## config.mk

```make
export PLATFORM = sky130hd
export DESIGN_NAME = lamp_dimmer_pwm
export DESIGN_NICKNAME = d
export VERILOG_FILES = /design/src/rtl/lamp_dimmer_pwm.sv
export SDC_FILE = /design/constraint.sdc
export NUM_CORES = 1
export LEC_CHECK = 0
export BUFFER_PORTS_ARGS = -buffer_cell sky130_fd_sc_hd__buf_2
export CORE_MARGIN = 5
export CORE_UTILIZATION = 25
export DETAILED_ROUTE_END_ITERATION = 8
export PLACE_DENSITY_LB_ADDON = 0.25
export SLEW_MARGIN = 10
export SYNTH_ARGS = -nofsm -noshare
export SYNTH_HDL_FRONTEND = slang
export SYNTH_SLANG_ARGS = --single-unit
export TNS_END_PERCENT = 20
```

## constraint.sdc

```tcl
create_clock -name clk -period 3.6 [get_ports clk]
set_clock_uncertainty 0.2 [all_clocks]
set_input_delay 0 -clock clk [delete_from_list [all_inputs] [get_ports clk]]
set_output_delay 0 -clock clk [all_outputs]
set_load 0.05 [all_outputs]
```

## src/rtl/lamp_dimmer_pwm.sv

```systemverilog
module lamp_dimmer_pwm #(
  parameter int TICK_CYCLES = 78,
  parameter int LVL_W       = 5
) (
  input  logic clk,
  input  logic rst_n,
  input  logic cmd_on,
  input  logic cmd_off,
  input  logic cmd_bright,
  input  logic cmd_dim,
  output logic lamp
);
  localparam int LVL_MAX = (1 << LVL_W) - 1;
  localparam int TCW = (TICK_CYCLES > 1) ? $clog2(TICK_CYCLES) : 1;
  localparam logic [LVL_W:0]   FRAME  = (LVL_W+1)'(LVL_MAX + 1);
  localparam logic [LVL_W-1:0] TOP    = LVL_W'(LVL_MAX);
  localparam logic [LVL_W-1:0] ONE    = LVL_W'(1);
  localparam logic [TCW-1:0]   TLAST  = TCW'(TICK_CYCLES - 1);

  logic             lamp_on_q, phase_hi_q;
  logic [LVL_W-1:0] level_q, phase_q;
  logic [TCW-1:0]   tick_q;
  logic             tick, step_up, step_dn;
  logic [LVL_W:0]   off_wide;

  assign tick     = lamp_on_q && (tick_q == TLAST);
  assign step_up  = cmd_bright && !cmd_dim && (level_q != TOP);
  assign step_dn  = cmd_dim && !cmd_bright && (level_q != ONE);
  assign off_wide = FRAME - {1'b0, level_q};
  assign lamp     = lamp_on_q && phase_hi_q;

  always_ff @(posedge clk) begin
    if (!rst_n) level_q <= TOP;
    else if (step_up) level_q <= level_q + ONE;
    else if (step_dn) level_q <= level_q - ONE;
  end

  always_ff @(posedge clk) begin
    if (!rst_n) begin
      lamp_on_q  <= 1'b1;
      phase_hi_q <= 1'b1;
      phase_q    <= TOP;
      tick_q     <= '0;
    end else if (cmd_off) begin
      lamp_on_q <= 1'b0;
    end else if (cmd_on) begin
      lamp_on_q  <= 1'b1;
      phase_hi_q <= 1'b1;
      phase_q    <= level_q;
      tick_q     <= '0;
    end else if (lamp_on_q) begin
      if (tick) begin
        tick_q <= '0;
        if (phase_q == ONE) begin
          phase_hi_q <= !phase_hi_q;
          phase_q    <= phase_hi_q ? off_wide[LVL_W-1:0] : level_q;
        end else begin
          phase_q <= phase_q - ONE;
        end
      end else begin
        tick_q <= tick_q + TCW'(1);
      end
    end
  end
endmodule

```

; Word-level counts from Yosys, hierarchy flattened
; Index checks and enable logic that the tools add are counted.
[classes]
add_sub_neg = 5
mul = 0
n_div = 0
n_lt_le_gt_ge = 0
eq_ne = 4
shift = 0
muxes = 16
bitwise = 1
reduce_logical = 17
[ops]
columns = cell, n
row1 = 5-bit 2-to-1 mux, 7
row2 = 7-bit 2-to-1 mux, 3
row3 = 2-bit nonzero test, 5
row4 = "5-bit by 1-bit subtractor with 5-bit output, second input constant", 2
row5 = "7-bit by 1-bit adder with 7-bit output, second input constant", 1
row6 = "7-bit equality test, second input constant", 1
row7 = 1-bit logical AND, 6
row8 = 1-bit 2-to-1 mux, 6
row9 = "5-bit by 1-bit adder with 5-bit output, second input constant", 1
row10 = "5-bit by 1-bit equality test with 1-bit output, second input constant", 1
row11 = "5-bit by 1-bit inequality test with 1-bit output, second input constant", 1
row12 = "5-bit inequality test, second input constant", 1
row13 = "1-bit by 5-bit subtractor with 5-bit output, first input constant", 1
row14 = 4-bit AND reduction, 1
row15 = 1-bit logical NOT, 3
row16 = 3-bit AND reduction, 1
row17 = 2-bit AND reduction, 1
row18 = 1-bit inverter, 1
[totals]
reg_bits = 19
latch_bits = 0
ram_bits = 0
mem_bits_ro = 0
in_bits = 6
elab_cells = 48
memories = 0

; Depth between registers and ports, before layout
[depth]
word_depth = 6
ltp_mapped = 7

; Worst setup path after synthesis
; OpenSTA, ideal clock, no wires.
[synth_timing]
kind = reg-to-reg
start = register level_q[0]
end = register level_q[2]
setup_ns = 0.121
arrival_ns = 1.636
setup_slack_ns = 1.644
path_stages_with_launch = 8
n_path_buf = 0
period_less_slack_ns = 1.956
path_cell_list = dfxtp_1 ha_1 and3_1 ha_1 nor2_1 and2_1 a22oi_1 mux2_2
[synth_between]
elab_chain_cells = 3
elab_cells_between_ends = 9
classes_between = add/sub (2) / eq/ne (2) / mux (2) / reduce/logical (3)
[synth_rtl]
columns = item, line_no
row1 = from (decl), 21  ; logic [LVL_W-1:0] level_q, phase_q;
row2 = from (signal assigned), 34  ; else if (step_up) level_q <= level_q + ONE;
row3 = from (signal assigned), 35  ; else if (step_dn) level_q <= level_q - ONE;
row4 = "5-bit by 1-bit subtractor with 5-bit output, or another cell as far along", 35
row5 = "5-bit 2-to-1 mux, or another cell as far along", 35
row6 = 5-bit 2-to-1 mux / 2-bit nonzero test (equally long branches), --
; Parallel ways exist; a longest one is shown, timed or not. The select of a mux whose other input is x is not followed.
; A chain may end at the register's enable or synchronous reset.

; Worst setup path after layout
[layout_timing]
start = register level_q[0]
end = register level_q[1]
; Same word-level chain as after synthesis.

==> flow_summary.yaml <==
logic_synthesis:
  synthArstFlopShare_pct: 0
  syn_inst: 155
  synth_xor_xnor_area_share_pct: 3.40
  synth_top_family_by_area: "simple AND/OR/NAND/NOR gates"
  yosys.area_share.adder_pct: 8.74
  synth-edff-count: 0
  cell_types_with_the_largest_area_share_after_synthesis: "dfxtp_1, ha_1, nand2_1"
  post_synth_instance_area_um2: 1290
  compound_gate_fraction_of_synth_area_pct: 21.8
  synth.most_common_cell: "dfxtp_1"
  synthDistinctLibCells: 51
  synth_seq_cells: 19
  list_of_most_frequent_post_synthesis_cells: "dfxtp_1, nand2_1, inv_1, nor2_1, ha_1"
  synth_largest_type_area_fraction_pct: 29.5
  synth_area_leader_cell: "dfxtp_1"
  yosys_warnings: 0
  synth.area.mux_share_pct: 2.52
  syn-mean-instance-area_um2: 8.31
  synth-main-ff-cell: "dfxtp_1"
  synth-simple-area-share_pct: 28.6
  ys_seq_area_share_pct: 29.5
  syn-num-nets: 170
worst_setup_path:
  path_class: "flop to flop"
  ff_to_ff_path_depth: 8
  worst-endpoint-arrival_ns: 2.42
  critical_path.startpoint_type: "flop"
  critical_path.cell_chain: "ha_1 > and3_1 > ha_1 > nor2_1 > and2_1 > nor3_1 > o31ai_1 > dlygate4sd3_1"
  cp_slowest_stage_delay_ns: 0.57
  required_ns: 3.60
  worst-path-max-fanout: 9
  critical_path.slowest_cell: "dlygate4sd3_1"
  crit_path_end_kind: "flop"
  number_of_buffers_and_inverters_on_the_critical_path: 1
  cp_num_cells: 8
  critical_path.most_common_cell: "ha_1"
  critPathTopFamily: "simple AND/OR/NAND/NOR gates"
power_and_ir_drop:
  max-vdd-ir-drop_mv: 0.147
  power_w: 0.000501
  power_per_cell_area_nw_per_um2: 342
  pleak_nw: 0.570
global_routing:
  routing_layer_with_the_top_usage_in_global_route: "met2"
  use_met1_pct: 11.9
  grt_first_pass_wirelength_mm: 4.82
  aggregate_global_route_resource_usage_pct: 9.16
  globalRouteOverflowTotal: 0
  grt.met2_usage_pct: 14.8
  antenna_found_initial: 0
  first_global_vias: 1050
  grt_max_degree: 17
  met3_usage_pct: 1.64
drt:
  detail_route.first_pass.iterations: 4
  vias: 1121
  remaining_drc_errors: 0
  number_of_routed_nets_with_antenna_violations: 0
  vias_per_cell: 4.79
  drtIter0Drc: 29
  detail_route.wl_per_cell_um: 11.8
  postRouteWirelength_mm: 2.76
cells_and_area:
  fillerInstances: 558
  drive_above_1_share_pct: 8.54
  register_area_um2: 380
  design.final.nets: 180
  signed_area_change_from_the_synthesized_netlist_to_the_final_layout_pct: 13.6
  num_antenna_cells: 0
  multi_input_comb_area_um2: 840
  post-route-cell-area_um2: 1460
clock_network:
  ctsHoldBuffers: 4
  clk_latency_ns: 0.26
  clk_root_buffer_cell: "clkbuf_8"
  tritoncts_num_sinks: 19
  post-cts-setup-buffers: 0
  cts.htree.levels: 1
  cts-resized-gates: 0
  cts_max_path_buffers: 2
  clk_transition_reported_paths_ns: 0.08
  cts_buffers: 3
  tritoncts_clock_tree: "yes"
floorplan:
  effective_utilization_at_floorplan_pct: 25.6
  fp.dieW_um: 81.8
  fp-row-count: 26
  core_area_um2: 5040
  die_area_um2: 6690
  die_height_um: 81.8
  ios: 7
timing:
  period_needed_ns: 2.41
  portion_of_the_clock_cycle_consumed_by_the_worst_path_in_the_final_layout_pct: 67.1
  finalSetupViolations: 0
  tightestPinTransition_ns: 0.469
  max_slew_margin_pct: 68.6
  final-hold-violation-count: 0
  fmax_mhz: 414
  totalNegativeSetupSlack_ns: 0
  grt_setup_unrepaired: "no"
  finalMaxSlewViolations: 0
placed_design:
  placed_area_um2: 1380
  final_hpwl_from_detailed_placement_mm: 2.05
  finalWeightedCongestion: 0.752
  numPortBuffers: 6
min_path:
  hold_path_depth: 3
  hold_class: "primary input to flop"
flow_run:
  drv.max_cap_violation_count: 0
status:
  run_status: "complete, no violations"
[power breakdown]
part / leakage [nW] / total [W] / switching, W / internal, W
clock: 0.0228 / 0.000151 / 0.0000726 / 0.0000787
combinational: 0.393 / 0.000101 / 0.0000521 / 0.0000492
sequential: 0.155 / 0.000249 / 0.0000260 / 0.000223
[sequential cells by signal (all words and copies together) (netlist names)]
signal and count:
lamp_on_q 1, phase_hi_q 1, phase_q 5, tick_q 7, level_q 5
[cells in the final DEF (no fill, tap or decap), drive strengths merged, types with 2 or more instances in the layout]
cell type / count
a211oi: 2
a21oi: 8
a31oi: 2
and2: 4
and3: 2
buf: 6
clkbuf: 4
dfxtp: 19
dlygate4sd3: 4
ha: 9
inv: 11
mux2: 2
nand2: 12
nand2b: 5
nand3: 4
nand3b: 2
nand4: 4
nor2: 11
nor2b: 3
nor3: 7
nor4b: 2
o21ai: 7
o22ai: 2
o311ai: 2
o31ai: 2
or3b: 3
xor2: 4
[layout make-up]
| cell class | count | share of cell area [%] |
|---|---|---|
| multi-input combinational | 120 | 57.4 |
| sequential | 19 | 26.0 |
| tap | 70 | 5.98 |
| timing repair buffer | 10 | 4.79 |
| clock buffer | 4 | 3.08 |
| inverter | 11 | 2.82 |
[metrics by stage]
stage | setup slack (ns) | utilization (%) | std cells | hold slack, ns
6_report | 1.19 | 29.0 | 234 | 0.0188
5_1_grt | 0.963 | 29.0 | 234 | 0.0264
4_1_cts | 1.19 | 29.0 | 234 | 0.00948
3_5_place_dp | 1.46 | 27.3 | 226 | 0.114
3_3_place_gp | 1.48 | 27.3 | 226 | 0.115
2_1_floorplan | 1.64 | - | 155 | -0.0183
[final timing paths]
check	slack [ns]	to	start
hold / removal	0.02	phase_q[2]$_SDFFE_PN1P_	cmd_on
hold reg to reg	0.30	tick_q[5]$_SDFFE_PN0P_	tick_q[5]$_SDFFE_PN0P_
setup / recovery	1.19	level_q[1]$_SDFFE_PN1P_	level_q[0]$_SDFFE_PN1P_
setup reg to reg	1.19	level_q[1]$_SDFFE_PN1P_	level_q[0]$_SDFFE_PN1P_
[per-layer routing]
layer	part of all wire, %	wire length [µm]	vias to the layer above
met5	0	0	-
met4	0.87	24	0
met3	1.9	53	2
met2	44	1220	9
met1	53	1460	519
li1	-	-	591
[kinds of logic (layout without fill, tap and decap cells)]
group,Yosys count,after routing
simple gates,64,64
compound gates,39,39
mux,3,3
fa+ha+maj,9,9
xor+xnor,5,5
buf+inv,16,25
flops,19,19
[worst min-delay path, cell delays in order]
cell	delay, ns
buf_2	0.19
a21oi_1	0.15
o311ai_1	0.08
Note: power is estimated with default switching activity, not from simulation.
